$ cat src/rtl/alias_bank_pkg.sv
package alias_bank_pkg;
  localparam int DATA_W = 32;
  localparam int BE_W   = DATA_W / 8;

  typedef enum logic [1:0] {
    OP_WRITE  = 2'd0,
    OP_SET    = 2'd1,
    OP_CLEAR  = 2'd2,
    OP_TOGGLE = 2'd3
  } bank_op_e;

  function automatic logic [DATA_W-1:0] combine(bank_op_e op, logic [DATA_W-1:0] cur,
                                               logic [DATA_W-1:0] wd);
    case (op)
      OP_WRITE:  return wd;
      OP_SET:    return cur | wd;
      OP_CLEAR:  return cur & ~wd;
      default:   return cur ^ wd;
    endcase
  endfunction
endpackage

$ cat src/rtl/alias_decode.sv
module alias_decode
  import alias_bank_pkg::*;
#(
  parameter int ADDR_W   = 8,
  parameter int NUM_REGS = 12,
  localparam int SLOT_W  = ADDR_W - 4
) (
  input  logic [ADDR_W-1:0] addr,
  input  logic [BE_W-1:0]   be,
  output logic [SLOT_W-1:0] slot,
  output bank_op_e          op,
  output logic              bad
);
  localparam logic [SLOT_W:0] LIMIT = (SLOT_W+1)'(NUM_REGS);

  logic misaligned, partial, out_of_range;

  always_comb begin
    slot         = addr[ADDR_W-1:4];
    op           = bank_op_e'(addr[3:2]);
    misaligned   = |addr[1:0];
    partial      = (be != {BE_W{1'b1}});
    out_of_range = ({1'b0, slot} >= LIMIT);
    bad          = misaligned | partial | out_of_range;
  end
endmodule

$ cat src/rtl/alias_slot.sv
module alias_slot
  import alias_bank_pkg::*;
(
  input  logic              clk,
  input  logic              rst_n,
  input  logic              we,
  input  bank_op_e          op,
  input  logic [DATA_W-1:0] wdata,
  output logic [DATA_W-1:0] q
);
  always_ff @(posedge clk or negedge rst_n) begin
    if (!rst_n)  q <= '0;
    else if (we) q <= combine(op, q, wdata);
  end

  a_r2_plain_write: assert property (@(posedge clk) disable iff (!rst_n)
    we && op == OP_WRITE |=> q == $past(wdata));
  a_r3_set_bits: assert property (@(posedge clk) disable iff (!rst_n)
    we && op == OP_SET |=> ((q & $past(wdata)) == $past(wdata)) &&
                           ((q & ~$past(wdata)) == ($past(q) & ~$past(wdata))));
  a_r4_clear_bits: assert property (@(posedge clk) disable iff (!rst_n)
    we && op == OP_CLEAR |=> ((q & $past(wdata)) == '0) &&
                             ((q & ~$past(wdata)) == ($past(q) & ~$past(wdata))));
  a_r5_toggle_bits: assert property (@(posedge clk) disable iff (!rst_n)
    we && op == OP_TOGGLE |=> (q ^ $past(q)) == $past(wdata));
  a_r7_hold_unselected: assert property (@(posedge clk) disable iff (!rst_n)
    !we |=> $stable(q));
endmodule

$ cat src/rtl/alias_reg_bank.sv
module alias_reg_bank
  import alias_bank_pkg::*;
#(
  parameter int ADDR_W   = 8,
  parameter int NUM_REGS = 12
) (
  input  logic              clk,
  input  logic              rst_n,
  input  logic              req_valid,
  output logic              req_ready,
  input  logic              req_write,
  input  logic [ADDR_W-1:0] req_addr,
  input  logic [BE_W-1:0]   req_be,
  input  logic [DATA_W-1:0] req_wdata,
  output logic              rsp_valid,
  output logic [DATA_W-1:0] rsp_rdata,
  output logic              rsp_err
);
  localparam int SLOT_W = ADDR_W - 4;

  logic [SLOT_W-1:0] slot;
  bank_op_e          op;
  logic              bad;
  logic              accept, hit_wr, hit_rd;
  logic [DATA_W-1:0] regs [NUM_REGS];
  logic [DATA_W-1:0] rd_word;

  assign req_ready = 1'b1;
  assign accept    = req_valid & req_ready;
  assign hit_wr    = accept & req_write & ~bad;
  assign hit_rd    = accept & ~req_write & ~bad;

  alias_decode #(.ADDR_W(ADDR_W), .NUM_REGS(NUM_REGS)) u_decode (
    .addr (req_addr),
    .be   (req_be),
    .slot (slot),
    .op   (op),
    .bad  (bad)
  );

  for (genvar k = 0; k < NUM_REGS; k++) begin : g_slot
    logic sel;
    assign sel = hit_wr && (slot == SLOT_W'(k));
    alias_slot u_slot (
      .clk   (clk),
      .rst_n (rst_n),
      .we    (sel),
      .op    (op),
      .wdata (req_wdata),
      .q     (regs[k])
    );
  end

  always_comb begin
    rd_word = '0;
    for (int k = 0; k < NUM_REGS; k++)
      if (slot == SLOT_W'(k)) rd_word = regs[k];
  end

  always_ff @(posedge clk or negedge rst_n) begin
    if (!rst_n) begin
      rsp_valid <= 1'b0;
      rsp_err   <= 1'b0;
      rsp_rdata <= '0;
    end else begin
      rsp_valid <= accept;
      rsp_err   <= accept & bad;
      rsp_rdata <= hit_rd ? rd_word : '0;
    end
  end

  a_r11_one_response: assert property (@(posedge clk) disable iff (!rst_n)
    rsp_valid |-> $past(req_valid));
  a_r11_write_rdata_zero: assert property (@(posedge clk) disable iff (!rst_n)
    req_valid && req_write |=> rsp_valid && rsp_rdata == '0);
  a_r9_err_rdata_zero: assert property (@(posedge clk) disable iff (!rst_n)
    rsp_err |-> rsp_valid && rsp_rdata == '0);
  a_r7_misaligned_flag: assert property (@(posedge clk) disable iff (!rst_n)
    req_valid && (req_addr[1:0] != 2'b00) |=> rsp_err);
  a_r8_partial_flag: assert property (@(posedge clk) disable iff (!rst_n)
    req_valid && (req_be != {BE_W{1'b1}}) |=> rsp_err);
endmodule

$ cat config.mk
export PLATFORM = sky130hd
export DESIGN_NAME = alias_reg_bank
export DESIGN_NICKNAME = d
export VERILOG_FILES = /design/src/rtl/alias_bank_pkg.sv /design/src/rtl/alias_decode.sv /design/src/rtl/alias_slot.sv /design/src/rtl/alias_reg_bank.sv
export SDC_FILE = /design/constraint.sdc
export NUM_CORES = 1
export LEC_CHECK = 0
export BUFFER_PORTS_ARGS = -buffer_cell sky130_fd_sc_hd__buf_2
export CAP_MARGIN = 20
export CORE_UTILIZATION = 45
export CTS_CLUSTER_SIZE = 8
export DETAILED_ROUTE_END_ITERATION = 12
export MAX_ROUTING_LAYER = met4
export SYNTH_ARGS = -nofsm -noshare
export SYNTH_HDL_FRONTEND = slang
export SYNTH_SLANG_ARGS = --single-unit
$ cat constraint.sdc
create_clock -name clk -period 2.1 [get_ports clk]
set_input_delay 0.105 -clock clk [delete_from_list [all_inputs] [get_ports clk]]
set_output_delay 0.105 -clock clk [all_outputs]
set_load 0.01 [all_outputs]
# Yosys cells after proc, flatten, opt, wreduce, memory -nomap -nowiden
# Cells that the tools add are included.
# totals
ff_bits	418
wordCells	116
# classes
bitwise	46
muxes	25
n_eq_ne	14
reduce_logical	15
n_lt_le_gt_ge	1
# ops
op	n
$pmux W32 S3	12
$mux W32	13
$and A32 B32 Y32	12
$or A32 B32 Y32	12
$xor A32 B32 Y32	12
$not A32 Y32	1
$eq A4 B3 Y1 const B	4
$eq A4 B4 Y1 const B	4
$logic_and A1 B1 Y1	12
$eq A4 B2 Y1 const B	2
$and A1 B1 Y1	5
$eq A4 B1 Y1 const B	1
$ge A4 B4 Y1 const B	1
$logic_not A4 Y1	1
$ne A4 B4 Y1 const B	1
$eq A2 B1 Y1 const B	1
$eq A2 B2 Y1 const B	1
$logic_not A2 Y1	1
$not A1 Y1	2
$or A1 B1 Y1	2
$reduce_or A2 Y1	1

# Logic depth before layout (Yosys ltp)
# Gate-level depths: netlist of the first run.
# depth
ltp_word	14
mapped_depth	9

# Modules after synthesis
# Synthesis of the first run repeated with hierarchy kept, for this count alone.
# hier_totals
hier_cells	4428
area_unflattened_um2	44657.8
# modules_own_cells
module	area_each_um2	instances	cells_per_inst
alias_slot	3291.9	12	311
alias_reg_bank	5087.4	1	687
alias_decode	67.6	1	9

# Least setup slack after synthesis of the first run
# Ideal clock, no wire load.
# synth_path
path_kind	input-to-reg
startpoint	input req_addr[0]
endpoint	register g_slot[1].u_slot.q[21]
path_buffers	3
arrival_time_ns	1.612
required_ns	1.968
path_stages	8
path_slack_ns	0.356
setup_time_ns	0.132
cell_sequence	and4b_1 > nand4b_2 > buf_6 > or4_1 > clkbuf_1 > buf_2 > nand2_1 > o21ai_1
# synth_between
elab_chain_len	6
# synth_lines
item	line_no	source
start, declared	alias_reg_bank.sv:12	input logic [ADDR_W-1:0] req_addr,
$reduce_or A2 Y1	alias_decode.sv:21	misaligned = |addr[1:0];
$or A1 B1 Y1 (2 in series)	alias_decode.sv:24	bad = misaligned | partial | out_of_range;
$not A1 Y1	alias_reg_bank.sv:30	assign hit_wr = accept & req_write & ~bad;
$and A1 B1 Y1	alias_reg_bank.sv:30	
$logic_and A1 B1 Y1	alias_reg_bank.sv:43	assign sel = hit_wr && (slot == SLOT_W'(k));
end signal, assigned	alias_slot.sv:13	else if (we) q <= combine(op, q, wdata);
end, declared	alias_slot.sv:9	output logic [DATA_W-1:0] q
# No other way between the ends.
# A chain may end at the register's enable or synchronous reset.

# Final worst setup path of the first run
# layout_path
startpoint	input req_addr[6]
endpoint	register g_slot[2].u_slot.q[20]
# layout_between
elab_chain_len	5
word_cells_on_any_way	6
# layout_lines
item	line_no	source
$ge A4 B4 Y1	alias_decode.sv:23	out_of_range = ({1'b0, slot} >= LIMIT);
$or A1 B1 Y1	alias_decode.sv:24	
$not A1 Y1	alias_reg_bank.sv:30	
$and A1 B1 Y1	alias_reg_bank.sv:30	
$logic_and A1 B1 Y1 *	alias_reg_bank.sv:43	
end signal, assigned	alias_slot.sv:13	
end, declared	alias_slot.sv:9	
# Every way passes the cells marked *; elsewhere a longest branch is shown, timed or not.

==> metrics, run 1 <==
Fmax 517 MHz; GRT Resource Usage Total 26.8%; vias in the first global route 31200; FF+latch count, synth between 400 and 500; die height around 300 um; worst reg-to-reg path cell count 4; I/O pins 83; Core Footprint ~86000 um2; Die W 297 um; Internal 14800 uW; sequential fraction of the synthesis area between 20% and 30%; Worst-Skew Late Latency 0.63 ns; Core Rows 107; Crit Path Class in2reg; Pre-Repair DR Iteration Count 6; Reg power frac 39.1%; clk_skew between 0.02 and 0.03 ns; worst-path cell chain dlygate4sd3_1, buf_4, nand2_1, nand4b_2, buf_12, or4_2, buf_4, nand2_1, o21ai_0; worst-path cell with the longest stage delay or4_2; CTS tree built; Hold Slack between 0.01 and 0.015 ns; DP HPWL about 75000 um; Synth warnings 0; initial antenna violation count 4; Routed Antenna Nets 0; clock root cell clkbuf_16; Syn Nets 5087; Max-Cap Viols 0; average cell area after synthesis 9.16 um2; CTS Sinks 418; Slew @ Worst Pin 1.13 ns; Synth Flop Type dfrtp_1; Post-synth EDFFs 0; switch share 29.5%; worst path arrival time 2.42 ns; pwr dens between 400 and 500 nW/um2; Post-CTS Setup Bufs 0; Max stage delay on crit path between 0.7 and 0.8 ns; Area Growth Syn to Fin 12.2%; Initial DRC Count 2269; Final Hold Viols 0; startpoint types primary input; drt total wl 115000 um; Max FO, Critical Path 16; CTS H-tree lvls 2; cell count after synthesis 4271; global-route wire length before repair around 180000 um; final setup violation count 0; status complete, no violations; Yosys cell types 58; Post-CTS Resized 0; clock-pin transition on the worst setup and hold timing paths 0.05 ns; Clock Path Buffers 3; clock share of power 41.7%; Num CTS Buffers 59; ys async rst share 100%; fin crit share 92.1%; GRT overflow 0; critical path data required time 2.59 ns; fraction of layout cells with a size suffix above 1 18.9%; leakage 0.0201 uW; area of the die ~90000 um2; Psw 6170 uW; Logic pwr share approximately a fifth; largest net degree at the start of global routing between 90 and 100; Max VDD drop just over 0.6 mV; hold crit path type in2async; Rel. slew slack 24.4%; Cell Area, Synth 39100 um2; minimum clock period 1.93 ns; Routed WL per cell between 20 and 25 um; vias 31900; unrepaired setup endpoints after global routing false; RD Place Congestion 0.837; number of port buffers 81; final net count 5103; initial core utilization 45.7%; Crit. End Element flop; DR vias/cell around 5.9; Final Max Slew Viols 0; DRC errors left 0; Total Neg Setup Slack 0 ns
==> metrics by stage <==
stage	utilization [%]	worst slack (ns)	instance area [um2]	total power (uW)	cells
after floorplan	-	0.356	39100	10800	4271
after global placement	49.4	0.0416	42300	12200	5363
after detailed placement	49.4	0.0185	42300	12300	5363
after CTS	51.3	0.210	43900	21200	5442
after global routing	51.3	0.0855	43900	21900	5444
final	51.3	0.166	43900	20900	5444
==> registers in the layout (all words and copies together) (netlist names) <==
| signal | flops |
|---|---|
| rsp_valid | 1 |
| rsp_rdata | 32 |
| g_slot.u_slot.q | 384 |
| rsp_err | 1 |
==> worst max-delay path: cells and delay by family <==
family	cells	cell delay, ns
simple gates	4	1.04
buf+inv	4	1.18
compound gates	1	0.08
==> cells in the mapped netlist, drive strengths merged (7+ instances only) <==
library cell,instances,area share [%]
nor2,227,2.2
a31oi,11,0.18
nor2b,12,0.19
o221ai,34,0.76
mux4,19,1.1
clkbuf,251,2.4
ha,768,25
buf,108,1.4
nand2,131,1.3
or4,7,0.13
nand2b,12,0.19
a22oi,29,0.56
dfrtp,418,27
a21oi,602,7.7
inv,419,4.0
o22ai,13,0.21
mux2,391,11
o21ai,169,2.2
a221o,7,0.18
mux2i,49,1.3
nand3,14,0.18
a211oi,515,9.9
o221a,7,0.20
==> power by group through the flow <==
| stage | sequential (uW) | combinational, uW | clock, uW |
|---|---|---|---|
| 4_1_cts | 8190 | 4000 | 8970 |
| 2_1_floorplan | 8320 | 2530 | 0 |
| 6_report | 8200 | 4000 | 8740 |
| 5_1_grt | 8200 | 4450 | 9240 |
| 3_3_place_gp | 8330 | 3880 | 0 |
| 3_5_place_dp | 8330 | 3960 | 0 |
==> cell usage in the layout, fill, tap and decap left out, types with 10 or more instances in the layout <==
cell type  Yosys  final
a21oi_1      602    602
mux4_2        19     19
nand2_1      131    129
dfrtp_1      418    418
inv_1        419    419
o221ai_1      34     34
buf_2         84     75
nand2b_1      12     11
o21ai_1       59     59
o21ai_0      110    110
clkbuf_1     251     10
clkbuf_16      0     59
a22oi_1       29     29
ha_1         768    768
a31oi_1       11     11
mux2_2       391    391
a211oi_1     515    515
buf_4          9    148
nand3_1       14     13
nor2_1       227    227
o22ai_1       13     13
buf_12         0     79
mux2i_1       49     49
==> what timing repair did <==
item	in CTS	in global routing
endpoints found under the hold margin	430	0
hold buffers	7	0
setup endpoints to repair	0	0
==> cells by family (layout without fill, tap and decap cells) <==
group                      count (synthesis)  count (layout)  synth area share [%]
and+or+nand+nor                          429             429                  4.78
AOI/OAI and AO/OA                       1418            1418                  22.5
muxes                                    459             459                  13.6
other                                      1               3               0.00958
DFF                                      418             418                  26.7
buffers and inverters                    778             805                  7.84
adders and majority gates                768             768                  24.6
==> layout make-up <==
class / count / area [um2]
Tap cell: 1144 / 1430
Fill cell: 7894 / 41800
Multi-Input combinational cell: 3075 / 25700
Inverter: 419 / 1570
Clock inverter: 1 / 8.76
Clock buffer: 71 / 1540
Antenna cell: 2 / 5.00
Timing Repair Buffer: 314 / 3210
Sequential cell: 418 / 10500
==> final timing paths <==
path | end | startpoint | slack, ns
hold / removal | g_slot[5].u_slot.q[0]$_DFFE_PN0P_ | rst_n | 0.01
setup reg to reg | rsp_rdata[30]$_DFF_PN0_ | g_slot[5].u_slot.q[30]$_DFFE_PN0P_ | 0.46
min in group clk | g_slot[9].u_slot.q[28]$_DFFE_PN0P_ | req_addr[2] | 0.08
max in group asynchronous | rsp_rdata[1]$_DFF_PN0_ | rst_n | 1.22
hold reg to reg | g_slot[2].u_slot.q[28]$_DFFE_PN0P_ | g_slot[2].u_slot.q[28]$_DFFE_PN0P_ | 0.52
setup / recovery | g_slot[2].u_slot.q[20]$_DFFE_PN0P_ | req_addr[6] | 0.17
==> metal layers <==
metal  track usage, %  vias to the layer above  share of wire (%)
li1                 -                    15300                  -
met1             36.6                    15700                 47
met3             4.14                      170                5.9
met2             40.8                      771                 45
met5                -                        -                  0
met4             7.54                        0                2.7
Power figures use the tool's default switching activity.
==> inputs of run 2 (changes only) <==
clock period = 2.4 ns   (was 2.1 ns; I/O delays follow)
==> run 2 against run 1 <==
Net effect: sequential share of layout area rose by 0.32 points; via count fell by 0.50%; register-to-register slack improved by 0.28 ns; utilization fell by 0.68 points; largest cell class unchanged; sequential power fell by 13%; critical path type unchanged; routed wire length fell by 0.21%; clock-buffer cell count fell by 5; critical path depth fell by 2; combinational power fell by 15%.
==> metrics, run 2 (synthesis gave the netlist of run 1 again) <==
status complete, no violations; Clock Path Buffers 3 (unchanged); GRT Resource Usage Total 26.7% (-0.079 points); Max VDD drop 0.672 mV (+9.6%); CTS Sinks 418 (unchanged); number of flip-flops under the largest register name 384 (unchanged); most common cell after layout, fill and taps aside ha_1; unrepaired setup endpoints after global routing false; I/O pins 83 (unchanged); vias 31800 (-0.50%); Fmax between 500 and 600 MHz; Area Growth Syn to Fin 10.7%; Final Max Slew Viols 0 (unchanged); worst reg-to-reg path cell count 4 (unchanged); CTS H-tree lvls 2 (unchanged); GRT overflow 0 (unchanged); minimum clock period 1.86 ns; Worst Hold Depth 4; Crit Reg-Reg Startpoint g_slot[7].u_slot.q[30]$_DFFE_PN0P_; Routed Antenna Nets 0 (unchanged); CTS tree built; Layout Cells excl Fill 5406 (-0.70%); DP HPWL 73900 um (-1.8%); final setup violation count 0 (unchanged); Internal 12800 uW (-13%); Psw 5560 uW (-9.9%); Max-Cap Viols 0 (unchanged); fin crit share 77.6%; Hold Startpoint req_addr[5]; Logic pwr share 18.4% (-0.7 points); Initial DRC Count 2588 (+14%); vias in the first global route 30700 (-1.4%); fraction of layout cells with a size suffix above 1 18.4% (-0.54 points); leakage 0.0199 uW (-1.4%); clock share of power 42.5% (+0.8 points); DR vias/cell 5.88 (+0.20%); largest net degree at the start of global routing 101 (+3.1%); top flop regs g_slot.u_slot.q x384, rsp_rdata x32; die height 297 um (unchanged); FF-to-FF End rsp_rdata[30]$_DFF_PN0_; worst reg2reg setup slack 0.74 ns (+0.28 ns); Core Footprint 85700 um2 (unchanged); critical path data required time 2.91 ns (+0.32 ns); initial core utilization 45.7% (unchanged); worst-path cell with the longest stage delay or4_4; DRC errors left 0 (unchanged); Hold Path Sink rsp_rdata[7]$_DFF_PN0_; clock-pin transition on the worst setup and hold timing paths 0.05 ns (about the same); Largest Register g_slot.u_slot.q; commonest cells after routing, fill and taps aside ha_1, a21oi_1, a211oi_1; Post-CTS Setup Bufs 0 (unchanged); initial antenna violation count 4 (unchanged); drt total wl 115000 um (-0.21%); global-route wire length before repair 183000 um (about the same); number of port buffers 81 (unchanged); Total Neg Setup Slack 0 ns (unchanged); switch share 30.2% (+0.78 points); area of the die 88200 um2 (unchanged); clock root cell clkbuf_16; worst path arrival time 2.37 ns (-0.05 ns); Routed WL per cell 21.2 um (+0.49%); Crit Path Class in2reg; Slew @ Worst Pin 1.12 ns (-0.00766 ns); Crit. End Element flop; Reg power frac 39.0% (about the same); Die W 297 um (unchanged); Final Hold Viols 0 (unchanged); Core Rows 107 (unchanged); worst-path cell chain dlygate4sd3_1, buf_2, nand2_1, or4_4, buf_12, a211oi_1, a21oi_1; final net count 5068 (-0.69%); pwr dens 424 nW/um2 (-11%); clk_skew 0.0275 ns (+0.00113 ns); Worst-Skew Late Latency 0.65 ns (+0.02 ns); Num CTS Buffers 59 (unchanged); Max stage delay on crit path 0.67 ns (-0.05 ns); startpoint types primary input; Pre-Repair DR Iteration Count 5 (-1); Max FO, Critical Path 32 (+16); Rel. slew slack 25.0% (+0.51 points); RD Place Congestion 0.832 (-0.66%); hold crit path type in2reg; Placed Instances 5329 (-0.63%)
run 2: worst max-delay path: cells and delay by family:
kind,cells,cell delay [ns]
AOI/OAI and AO/OA,2,0.26
and+or+nand+nor,2,1.01
buffers and inverters,3,0.94
run 2: per-stage QoR:
step,hold WS [ns],total power [uW],instance area (um2),worst slack (ns),utilization (%)
final,0.0549,18400,43300,0.538,50.6
after global routing,0.0671,19200,43300,0.423,50.6
after CTS,0.0296,18500,43300,0.617,50.6
after detailed placement,0.0461,10600,41700,0.0426,48.7
after global placement,0.0577,10600,41700,0.151,48.7
after floorplan,-0.176,9490,39100,0.641,-
run 2: metal layers:
| layer | wire length, um | track usage [%] | vias up |
|---|---|---|---|
| li1 | - | - | 15300 |
| met1 | 55300 | 37.5 | 15600 |
| met2 | 50800 | 40.7 | 791 |
| met3 | 5920 | 3.03 | 159 |
| met4 | 2790 | 6.59 | 0 |
| met5 | 0 | - | - |
run 2: power by group through the flow:
stage,registers [uW],clock network [uW],logic (uW)
finish,7170,7820,3390
global route,7170,8240,3770
CTS,7170,7990,3390
detailed placement,7290,0,3350
global placement,7290,0,3290
floorplan,7280,0,2220
run 2: timing repair:
action / 4_1_cts / 5_1_grt
hold buffers: 5 / 0
setup endpoints to repair: 0 / 0
endpoints found under the hold margin: 434 / 0
resized for setup: 0 / 0
run 2: layout make-up:
| cell class | instances | area, um2 |
|---|---|---|
| antenna | 1 | 2.50 |
| clock buffer | 66 | 1510 |
| clock inverter | 4 | 61.3 |
| fill | 7972 | 42300 |
| inverter | 419 | 1570 |
| multi-input combinational | 3075 | 25700 |
| sequential | 418 | 10500 |
| tap | 1144 | 1430 |
| timing repair buffer | 279 | 2600 |
run 2: worst max path at each step:
stage	startpoint	end	slack (ns)	cells after the start
final	req_valid	g_slot[8].u_slot.q[10]$_DFFE_PN0P_	0.54	7
after global routing	req_valid	g_slot[0].u_slot.q[22]$_DFFE_PN0P_	0.42	7
after CTS	req_valid	g_slot[8].u_slot.q[7]$_DFFE_PN0P_	0.62	7
after detailed placement	req_addr[5]	rsp_rdata[18]$_DFF_PN0_	0.04	8
after global placement	req_addr[5]	rsp_rdata[18]$_DFF_PN0_	0.15	8
after floorplan	req_addr[0]	g_slot[1].u_slot.q[21]$_DFFE_PN0P_	0.64	8
